### config.mk
export PLATFORM = sky130hd
export DESIGN_NAME = t0_cmd_engine
export DESIGN_NICKNAME = d
export VERILOG_FILES = /design/src/rtl/t0_pkg.sv /design/src/rtl/t0_hdr_capture.sv /design/src/rtl/t0_half_timer.sv /design/src/rtl/t0_tx_feed.sv /design/src/rtl/t0_cmd_engine.sv
export SDC_FILE = /design/constraint.sdc
export NUM_CORES = 1
export LEC_CHECK = 0
export BUFFER_PORTS_ARGS = -buffer_cell sky130_fd_sc_hd__buf_4
export CAP_MARGIN = 20
export CORE_MARGIN = 1.5
export CORE_UTILIZATION = 54
export DETAILED_ROUTE_END_ITERATION = 16
export PLACE_DENSITY_LB_ADDON = 0.25
export SLEW_MARGIN = 20
export SYNTH_ARGS = -nofsm -noshare
export SYNTH_HDL_FRONTEND = slang
export SYNTH_SLANG_ARGS = --single-unit
export TNS_END_PERCENT = 30
### constraint.sdc
create_clock -name clk -period 3.1 [get_ports clk]
set_clock_uncertainty 0.15 [all_clocks]
set_input_delay 0.155 -clock clk [delete_from_list [all_inputs] [get_ports clk]]
set_output_delay 0.155 -clock clk [all_outputs]
set_load 0.02 [all_outputs]
### src/rtl/t0_pkg.sv
package t0_pkg;
  // Header states carry the byte index in their encoding (0..4).
  typedef enum logic [2:0] {
    ST_CLA = 3'd0,
    ST_INS = 3'd1,
    ST_P1  = 3'd2,
    ST_P2  = 3'd3,
    ST_P3  = 3'd4,
    ST_PB  = 3'd5,
    ST_RXD = 3'd6,
    ST_TXD = 3'd7
  } t0_state_e;

  typedef enum logic [1:0] {
    TK_NULL = 2'd0,
    TK_PB   = 2'd1,
    TK_DAT  = 2'd2
  } tx_kind_e;

  localparam logic [7:0] NULL_PB   = 8'h60;
  localparam int         HDR_BYTES = 5;
endpackage

### src/rtl/t0_hdr_capture.sv
module t0_hdr_capture
  import t0_pkg::*;
#(
  parameter int NB = HDR_BYTES
) (
  input  logic            clk,
  input  logic            rst_n,
  input  logic            cap_en,
  input  logic [2:0]      cap_sel,
  input  logic [7:0]      cap_byte,
  output logic [8*NB-1:0] hdr_out
);
  for (genvar i = 0; i < NB; i++) begin : g_slot
    logic [7:0] q;
    always_ff @(posedge clk or negedge rst_n) begin
      if (!rst_n) q <= '0;
      else if (cap_en && (cap_sel == 3'(i))) q <= cap_byte;
    end
    assign hdr_out[8*(NB-1-i) +: 8] = q;
  end
endmodule

### src/rtl/t0_half_timer.sv
module t0_half_timer #(
  parameter int WT_W = 20
) (
  input  logic            clk,
  input  logic            rst_n,
  input  logic            run,
  input  logic            restart,
  input  logic [WT_W-1:0] wait_clks,
  output logic            due
);
  logic [WT_W-1:0] half, lim, cnt_q, cnt_d;

  always_comb begin
    half = wait_clks >> 1;
    lim  = (half == '0) ? '0 : half - 1'b1;
    due  = run && (cnt_q >= lim);
    if (restart || !run || due) cnt_d = '0;
    else                        cnt_d = cnt_q + 1'b1;
  end

  always_ff @(posedge clk or negedge rst_n) begin
    if (!rst_n) cnt_q <= '0;
    else        cnt_q <= cnt_d;
  end
endmodule

### src/rtl/t0_tx_feed.sv
module t0_tx_feed
  import t0_pkg::*;
#(
  parameter int IDX_W = 8
) (
  input  logic             clk,
  input  logic             rst_n,
  input  logic             flush,
  input  logic             in_pb,
  input  logic             in_txd,
  input  logic             null_due,
  input  logic             pb_valid,
  input  logic [7:0]       pb_byte,
  output logic             pb_ready,
  input  logic             txb_load,
  input  logic [IDX_W-1:0] txb_len,
  input  logic [7:0]       txb_rdata,
  output logic [IDX_W-1:0] txb_idx,
  output logic             txb_release,
  input  logic             tx_ready,
  output logic             tx_valid,
  output logic [7:0]       tx_byte,
  output logic             tx_accept,
  output logic             pb_sent
);
  logic             vld_q, vld_d;
  logic [7:0]       byte_q, byte_d;
  tx_kind_e         kind_q, kind_d;
  logic             act_q, act_d;
  logic [IDX_W-1:0] len_q, len_d, idx_q, idx_d, idx_nx;
  logic             slot_free, take_pb, take_null, take_dat, dat_sent, last;

  always_comb begin
    slot_free   = !vld_q;
    pb_ready    = in_pb && slot_free && !flush;
    take_pb     = pb_ready && pb_valid;
    take_null   = in_pb && slot_free && null_due && !pb_valid && !flush;
    take_dat    = in_txd && slot_free && act_q && !flush;
    tx_accept   = vld_q && tx_ready;
    pb_sent     = tx_accept && (kind_q == TK_PB);
    dat_sent    = tx_accept && (kind_q == TK_DAT);
    idx_nx      = idx_q + 1'b1;
    last        = (idx_nx == len_q);
    txb_release = dat_sent && last && !flush;

    vld_d  = vld_q;
    byte_d = byte_q;
    kind_d = kind_q;
    if (flush || tx_accept) begin
      vld_d = 1'b0;
    end else if (take_pb) begin
      vld_d = 1'b1; byte_d = pb_byte;   kind_d = TK_PB;
    end else if (take_null) begin
      vld_d = 1'b1; byte_d = NULL_PB;   kind_d = TK_NULL;
    end else if (take_dat) begin
      vld_d = 1'b1; byte_d = txb_rdata; kind_d = TK_DAT;
    end

    act_d = act_q;
    len_d = len_q;
    idx_d = idx_q;
    if (flush) begin
      act_d = 1'b0; idx_d = '0;
    end else if (dat_sent) begin
      if (last) begin act_d = 1'b0; idx_d = '0; end
      else      idx_d = idx_nx;
    end else if (txb_load && !act_q && (txb_len != '0)) begin
      act_d = 1'b1; len_d = txb_len; idx_d = '0;
    end
  end

  always_ff @(posedge clk or negedge rst_n) begin
    if (!rst_n) begin
      vld_q  <= 1'b0;
      byte_q <= '0;
      kind_q <= TK_NULL;
      act_q  <= 1'b0;
      len_q  <= '0;
      idx_q  <= '0;
    end else begin
      vld_q  <= vld_d;
      byte_q <= byte_d;
      kind_q <= kind_d;
      act_q  <= act_d;
      len_q  <= len_d;
      idx_q  <= idx_d;
    end
  end

  assign tx_valid = vld_q;
  assign tx_byte  = byte_q;
  assign txb_idx  = idx_q;
endmodule

### src/rtl/t0_cmd_engine.sv
module t0_cmd_engine
  import t0_pkg::*;
#(
  parameter int WT_W  = 20,
  parameter int IDX_W = 8
) (
  input  logic             clk,
  input  logic             rst_n,
  input  logic [WT_W-1:0]  wait_clks,
  input  logic             rx_valid,
  input  logic [7:0]       rx_byte,
  output logic             rx_en,
  output logic             tx_en,
  output logic             tx_valid,
  output logic [7:0]       tx_byte,
  input  logic             tx_ready,
  output logic             hdr_valid,
  output logic [39:0]      hdr_data,
  input  logic             pb_valid,
  input  logic [7:0]       pb_byte,
  input  logic             pb_dir,
  output logic             pb_ready,
  output logic             rx_fwd_valid,
  output logic [7:0]       rx_fwd_byte,
  input  logic             txb_load,
  input  logic [IDX_W-1:0] txb_len,
  output logic [IDX_W-1:0] txb_idx,
  input  logic [7:0]       txb_rdata,
  output logic             txb_release,
  input  logic             end_cmd
);
  localparam int HDR_W = 8 * HDR_BYTES;

  t0_state_e  state_q, state_d;
  logic       dir_q, dir_d;
  logic       hdr_v_q, fwd_v_q;
  logic [7:0] fwd_b_q;
  logic       hdr_phase, rx_take, cap_en, in_pb, in_txd;
  logic       null_due, tx_accept, pb_sent, run_tmr;
  logic [HDR_W-1:0] hdr_w;

  always_comb begin
    hdr_phase = (state_q <= ST_P3);
    rx_en     = hdr_phase || (state_q == ST_RXD);
    tx_en     = (state_q == ST_PB) || (state_q == ST_TXD);
    rx_take   = rx_valid && rx_en;
    cap_en    = rx_take && hdr_phase && !end_cmd;
    in_pb     = (state_q == ST_PB);
    in_txd    = (state_q == ST_TXD);
    run_tmr   = in_pb && !tx_valid;

    state_d = state_q;
    dir_d   = dir_q;
    if (pb_valid && pb_ready) dir_d = pb_dir;
    if (end_cmd) begin
      state_d = ST_CLA;
    end else if (hdr_phase) begin
      if (rx_take) state_d = t0_state_e'(state_q + 3'd1);
    end else if (in_pb && pb_sent) begin
      state_d = dir_q ? ST_TXD : ST_RXD;
    end
  end

  always_ff @(posedge clk or negedge rst_n) begin
    if (!rst_n) begin
      state_q <= ST_CLA;
      dir_q   <= 1'b0;
      hdr_v_q <= 1'b0;
      fwd_v_q <= 1'b0;
      fwd_b_q <= '0;
    end else begin
      state_q <= state_d;
      dir_q   <= dir_d;
      hdr_v_q <= cap_en && (state_q == ST_P3);
      fwd_v_q <= rx_take && (state_q == ST_RXD) && !end_cmd;
      if (rx_take && (state_q == ST_RXD)) fwd_b_q <= rx_byte;
    end
  end

  t0_hdr_capture #(.NB(HDR_BYTES)) u_hdr (
    .clk(clk), .rst_n(rst_n), .cap_en(cap_en), .cap_sel(state_q),
    .cap_byte(rx_byte), .hdr_out(hdr_w)
  );

  t0_half_timer #(.WT_W(WT_W)) u_tmr (
    .clk(clk), .rst_n(rst_n), .run(run_tmr), .restart(rx_take || tx_accept),
    .wait_clks(wait_clks), .due(null_due)
  );

  t0_tx_feed #(.IDX_W(IDX_W)) u_tx (
    .clk(clk), .rst_n(rst_n), .flush(end_cmd), .in_pb(in_pb), .in_txd(in_txd),
    .null_due(null_due), .pb_valid(pb_valid), .pb_byte(pb_byte),
    .pb_ready(pb_ready), .txb_load(txb_load), .txb_len(txb_len),
    .txb_rdata(txb_rdata), .txb_idx(txb_idx), .txb_release(txb_release),
    .tx_ready(tx_ready), .tx_valid(tx_valid), .tx_byte(tx_byte),
    .tx_accept(tx_accept), .pb_sent(pb_sent)
  );

  assign hdr_valid    = hdr_v_q;
  assign hdr_data     = hdr_w;
  assign rx_fwd_valid = fwd_v_q;
  assign rx_fwd_byte  = fwd_b_q;
endmodule

==> results of run 1 <==
-- cells by family after synthesis --
kind of cell / after synthesis
AOI/OAI and AO/OA: 69
and+or+nand+nor: 191
adders and majority gates: 29
xor gates and xnor gates: 38
muxes: 60
DFF: 102
buffers and inverters: 39
-- cell usage after synthesis, types with 5 or more instances --
cell type / n
nor3_1: 13
inv_1: 18
nand2_1: 59
a221oi_1: 6
ha_1: 29
dfrtp_1: 102
xor2_1: 21
xnor2_1: 17
clkbuf_1: 17
nor4_1: 9
and2_1: 7
nand4_1: 5
a311oi_1: 6
o21ai_0: 10
a21oi_1: 18
a211oi_1: 5
mux2_2: 58
nand3_1: 20
o21a_1: 5
nand2b_1: 6
nor2_1: 43
-- per-stage QoR --
step           utilization [%]  power (mW)  area [sq um]  setup slack [ns]  setup TNS [ns]
2_1_floorplan                -        2.31          5580            -0.251           -6.19
3_3_place_gp              69.5        2.82          6850            -0.454          -11.92
3_5_place_dp              69.5        2.87          6850            -0.654          -16.55
4_1_cts                   77.6        3.74          7660           -0.0396          -0.326
5_1_grt                   79.0        3.90          7790            -0.262           -4.73
6_report                  79.0        3.74          7790            -0.129           -1.95
-- area by class of cell --
class	count	area, sq um
fill	606	2070
clock buffer	10	138
tap	133	166
sequential	102	2550
clock inverter	6	52.6
timing repair buffer	222	1790
multi-input combinational	391	3030
inverter	18	67.6
-- worst min-delay path: stages --
cell	delay, ns
buf_4	0.08
a311oi_1	0.05
a221oi_2	0.17
-- worst paths after layout --
path                                start         endpoint  slack (ns)  cells after the start
hold / removal               txb_rdata[1]  u_tx.tx_byte[1]       -0.02                      3
setup reg to reg           u_tmr.cnt_q[2]   u_tmr.cnt_q[7]        0.55                      7
hold reg to reg            u_tmr.cnt_q[0]   u_tmr.cnt_q[0]        0.36                      1
max in group asynchronous           rst_n  u_tmr.cnt_q[13]        1.77                      3
min in group asynchronous           rst_n  u_tx.txb_idx[2]        0.26                      2
setup / recovery            wait_clks[10]  u_tx.tx_byte[5]       -0.13                     15
-- registers in the layout (all words and copies together) (netlist names), 2 cells and up --
name	flops
u_tmr.cnt_q	20
u_tx.txb_idx	8
u_hdr.g_slot.q	40
rx_fwd_byte	8
u_tx.kind_q	2
u_tx.len_q	8
u_tx.tx_byte	8
state_q	3
-- report_power, final --
part / internal, mW / switching, mW / leakage [nW]
registers: 1.57 / 0.148 / 1.32
logic: 0.605 / 0.608 / 2.28
clock network: 0.328 / 0.479 / 0.0967
-- cell usage in the layout (no fill, tap or decap), drive strengths merged, types with 2 or more instances in the layout --
cell / n
nand2: 59
nand2b: 6
nor3: 14
a21oi: 18
nor2b: 4
buf: 181
nor4: 10
mux2i: 2
dfrtp: 102
inv: 21
or3: 3
or2: 2
and2: 8
or4: 4
a311oi: 6
o21ai: 10
and4: 4
nand3: 20
o21a: 5
a211oi: 5
clkinv: 2
nand4: 5
nor2: 43
nand3b: 3
dlygate4sd3: 41
xor2: 21
a221o: 3
and3: 3
nor3b: 4
a221oi: 6
a22o: 3
o311a: 2
ha: 29
a31oi: 2
xnor2: 17
o31ai: 2
clkbuf: 10
mux2: 58
-- routing by layer --
metal	GRT usage, %	wire, um
met4	7.24	237
met3	6.02	741
met1	33.1	6160
met2	48.9	7770
met5	0	0
-- repair_timing --
action                                  4_1_cts  5_1_grt
hold endpoints to repair                    156        0
setup buffers                                12        7
endpoints found under the setup margin       29       31
pin swaps                                    16       18
resized for setup                            20       18
gates cloned                                  3        1
hold buffers                                 41        0
==> run summary, run 1 <==
Worst Path Required = 3.21 ns
ANT cells = 0
Clock Sinks = 102
total congestion overflow = 0
Post-Synth Simple-Gate Area = 17.2%
flops & latches, synth = 102
Synth top area share = 46.2%
drt pass-1 iters = 4
Min Clock Period, post-route = 3.23 ns
ys flop type = dfrtp_1
Final Max Slew Viols = 0
WP buf/inv = 3
Final WS setup = -0.129 ns
Final setup viols = 29
Unique masters post-synth = 53
Synth area leaders = dfrtp_1, mux2_2, ha_1
Initial Util = 56.0%
slowest stage delay, CP = 0.37 ns
CP max-delay cell = o311ai_4
P&R area growth vs syn = 41.1%
Mapped Nets = 617
largest family of logic cells by synthesized area = simple AND/OR/NAND/NOR gates
Adder-Cell Fraction of Synth Area = 6.57%
Die Ht = 104 um
worst skew pair latency = 0.37 ns
CP dominant cell by count = buf_4
largest area contributor in the netlist = dfrtp_1
Power Density = 480 nW/um^2
Hold Slack = -0.0163 ns
critical path arrival = 3.34 ns
DR WL/cell = 16.9 um
CTS buffer count = 9
ANT nets after route = 0
initial DRC count = 190
GPL Wtd Cong = 0.841
register area share after synthesis = 46.2%
Max VDD drop = 0.445 mV
max_cap viols = 0
Crit Path Category = input pin to flop
final wirelength = 14900 um
failing checks = hold timing, setup timing
global-route wire length before repair = 23800 um
asr flop ratio synth = 100%
syn_area_per_cell = 10.5 sq um
Mapped Area = 5520 sq um
CTS Root Cell = clkbuf_8
die area = 10800 sq um
Die Width = 104 um
CTS tree = done
Top Family by Delay on Critical Path = simple AND/OR/NAND/NOR gates
Finished Layout Cells = 882
IO Port Bufs = 129
worst slew pin tran = 0.961 ns
core area = 9860 sq um
EDFF count, synth = 0
RSZ-0062 raised after global routing = true
share of layout cells above drive strength 1 = 38.6%
fin crit share = 104%
fin nets = 833
Worst Hold Class = input pin to flop
maximum net fanout on the critical path = 8
total number of vias = 4898
placed insts = 803
largest net degree at the start of global routing = 87
Boundary Pins = 131
Synth Instances = 528
Synth Area in XOR/XNOR = 6.03%
slew margin rel. = 35.6%
HPWL after detailed placement = 9510 um
yosys warns = 0
Final Hold Fails = 1
Longest Clk Path Bufs = 2
endpoint kind of the worst setup timing path = flop
post-synthesis compound-gate area fraction = 8.97%
FP Rows = 36
crit start category = input pin
H-tree Lvls = 3
vias in the first global route = 5002
crit path cell chain = buf_4, nor4_4, or2b_4, nor3_4, buf_4, nand2_1, xnor2_1, nand2_1, ha_1, and2_4, nand4_1, buf_4, o311ai_4, a21oi_4, a221o_1
mux share of post-synthesis cell area = 12.2%
GRT Total Usage = 27.3%
Worst-path clk slew = 0.10 ns
Fmax = 310 MHz
leakage power = 3.69 nW
Residual DRC = 0
outcome = finished, violations left
Vias/cell = 5.55
initial antenna violation count = 0
Note: power is estimated with default switching activity, not from simulation.
==> run 2: changes to the inputs <==
--- a/config.mk
+++ b/config.mk
@@ -7,8 +7,11 @@
 export LEC_CHECK = 0
 export BUFFER_PORTS_ARGS = -buffer_cell sky130_fd_sc_hd__buf_4
 export CAP_MARGIN = 20
+export CELL_PAD_IN_SITES_DETAIL_PLACEMENT = 0
+export CELL_PAD_IN_SITES_GLOBAL_PLACEMENT = 1
 export CORE_MARGIN = 1.5
-export CORE_UTILIZATION = 54
+export CORE_UTILIZATION = 42
+export CTS_CLUSTER_DIAMETER = 30
 export DETAILED_ROUTE_END_ITERATION = 16
 export PLACE_DENSITY_LB_ADDON = 0.25
 export SLEW_MARGIN = 20
==> constraint.sdc (replaced) <==
create_clock -name clk -period 3.15 [get_ports clk]
set_clock_uncertainty 0.15 [all_clocks]
set_input_delay 0.1575 -clock clk [delete_from_list [all_inputs] [get_ports clk]]
set_output_delay 0.1575 -clock clk [all_outputs]
set_load 0.02 [all_outputs]
==> run 2 against run 1 <==
Compared with the run above:
- the run ends with setup timing left
- worst hold slack better by 0.018 ns
- count of clock-buffer cells in the layout is 1 lower
- register-to-register slack better by 0.04 ns
- critical path depth is 1 lower
- total power is 8.0% higher
- sequential cell count stayed put
- highest routed layer unchanged
- largest cell class unchanged
- largest power group unchanged
- sequential share of layout area is 0.20 points higher
- non-clock buffer count is 22 lower
- die area is 28% higher
==> run summary, run 2 (synthesis results as in run 1) <==
leakage power = 3.66 nW
worst skew pair latency = 0.35 ns
Fmax = 317 MHz
vias in the first global route = 4744
P&R area growth vs syn = 40.2%
post-route cell area = 7740 sq um
CTS tree = done
biggest registers after layout = u_hdr.g_slot.q (40), u_tmr.cnt_q (20)
met3 usage = 3.00%
H-tree Lvls = 3
largest net degree at the start of global routing = 103
Power Density = 521 nW/um^2
register area = 2550 sq um
crit start category = input pin
HPWL after detailed placement = 9740 um
max_cap viols = 0
initial antenna violation count = 0
fin nets = 810
Worst Path Required = 3.23 ns
CTS Root Cell = clkbuf_16
hold path cells = 3
RSZ-0062 raised after global routing = true
max reg flops = 40
GRT busiest layer = met2
DR WL/cell = 15.3 um
post-layout util = 60.9%
Boundary Pins = 131
most common cell after layout, fill and taps aside = buf_4
FP Rows = 41
failing checks = setup timing
Crit Path Category = input pin to flop
Max VDD drop = 0.272 mV
r2r startpoint = u_tx.txb_idx[2]
total congestion overflow = 0
Final Max Slew Viols = 0
Min Clock Period, post-route = 3.16 ns
r2r worst-path depth = 6
Die Ht = 118 um
Longest Clk Path Bufs = 2
GPL Wtd Cong = 0.818
Hold Path Sink = u_tx.tx_byte[4]
maximum net fanout on the critical path = 8
Die Width = 118 um
drt pass-1 iters = 4
Final WS setup = -0.00732 ns
worst slew pin tran = 1.04 ns
Residual DRC = 0
Final setup viols = 6
Initial Util = 43.4%
fin crit share = 100%
area of the multi-input gates = 2990 sq um
share of layout cells above drive strength 1 = 38.8%
outcome = finished, violations left
final wirelength = 13700 um
global-route wire length before repair = 22900 um
FF-to-FF End = u_tx.txb_idx[7]
met2 Usage GRT = 36.2%
Vias/cell = 5.18
hold_sp = txb_rdata[4]
CTS buffer count = 9
Fill cells = 1062
core area = 12700 sq um
GR Layer Usage met1 = 24.8%
placed insts = 845
power consumption = 4.04 mW
ANT cells = 0
critical path arrival = 3.24 ns
slew margin rel. = 30.5%
most frequent cells in the layout = buf_4, dfrtp_1, nand2_1, mux2_2, nor2_1
total number of vias = 4655
R2R Setup Slk = 0.59 ns
Finished Layout Cells = 898
initial DRC count = 274
placed instance area = 6940 sq um
Place WS = -0.508 ns
Final Hold Fails = 0
Worst Hold Class = input pin to flop
Clock Sinks = 102
GRT Total Usage = 20.1%
Worst-path clk slew = 0.07 ns
IO Port Bufs = 129
largest reg by FF count = u_hdr.g_slot.q
die area = 13800 sq um
endpoint kind of the worst setup timing path = flop
ANT nets after route = 0
-- run 2: changes by cell type in the layout (fill, tap and decap cells not counted), moves of 4 or more --
| cell | before | now |
|---|---|---|
| nor2_2 | 0 | 5 |
| clkbuf_8 | 10 | 0 |
| dlygate4sd3_1 | 41 | 28 |
| nor2_1 | 41 | 37 |
| clkbuf_16 | 0 | 9 |
| buf_4 | 177 | 169 |
-- run 2: timing repair --
action / CTS / global route
resized for setup: 18 / 14
cloned: 2 / 1
buffers inserted: 3 / 4
hold buffers: 28 / 0
hold endpoints to repair: 171 / 0
pin swaps: 10 / 21
setup endpoints to repair: 29 / 30
-- run 2: per-layer routing --
| layer | up-vias | routed length [um] |
|---|---|---|
| met2 | 91 | 7170 |
| met3 | 17 | 377 |
| met1 | 2272 | 5980 |
| met5 | - | 0 |
| li1 | 2275 | - |
| met4 | 0 | 217 |
-- run 2: worst max-delay path by stage --
stage | cells after the start | slack (ns) | endpoint | from
after floorplan | 15 | -0.20 | u_tx.tx_byte[5] | wait_clks[6]
after global placement | 14 | -0.39 | u_tx.tx_byte[6] | wait_clks[10]
after detailed placement | 14 | -0.51 | u_tx.tx_byte[2] | wait_clks[10]
after CTS | 13 | -0.009 | u_tmr.cnt_q[2] | wait_clks[6]
after global routing | 17 | -0.20 | u_tx.tx_byte[6] | wait_clks[6]
final | 14 | -0.007 | u_tx.tx_byte[5] | wait_clks[6]
-- run 2: through the flow --
step / setup TNS (ns) / hold slack (ns)
final: -0.0252 / 0.00131
after global routing: -3.96 / 0.0207
after CTS: -0.0242 / 0.00630
after detailed placement: -13.55 / 0.112
after global placement: -10.63 / 0.109
after floorplan: -4.87 / -0.288
-- run 2: power breakdown --
group          leakage (nW)  switching, mW  internal, mW  total (mW)
Sequential             1.32          0.147          1.54        1.69
Combinational          2.18          0.581         0.583        1.16
Clock                 0.160          0.535         0.647        1.18
Total                  3.66           1.26          2.77        4.04
-- run 2: layout make-up --
type	instances	area share, %
clock buffers	9	2.91
clock inverters	7	1.29
inverters	18	0.873
multi-input cells	390	38.6
flip-flops and latches	102	33.0
well taps	172	2.78
repair buffers	200	20.6
-- run 2: worst max-delay path, stage by stage --
cell	delay (ns)
buf_8	0.10
nor4_4	0.28
nand2_1	0.10
or2_4	0.25
or3_4	0.40
o41ai_2	0.21
o21a_1	0.17
ha_1	0.11
and4_1	0.20
nand4_1	0.15
buf_4	0.18
o311ai_4	0.37
a21oi_4	0.17
a221o_1	0.38
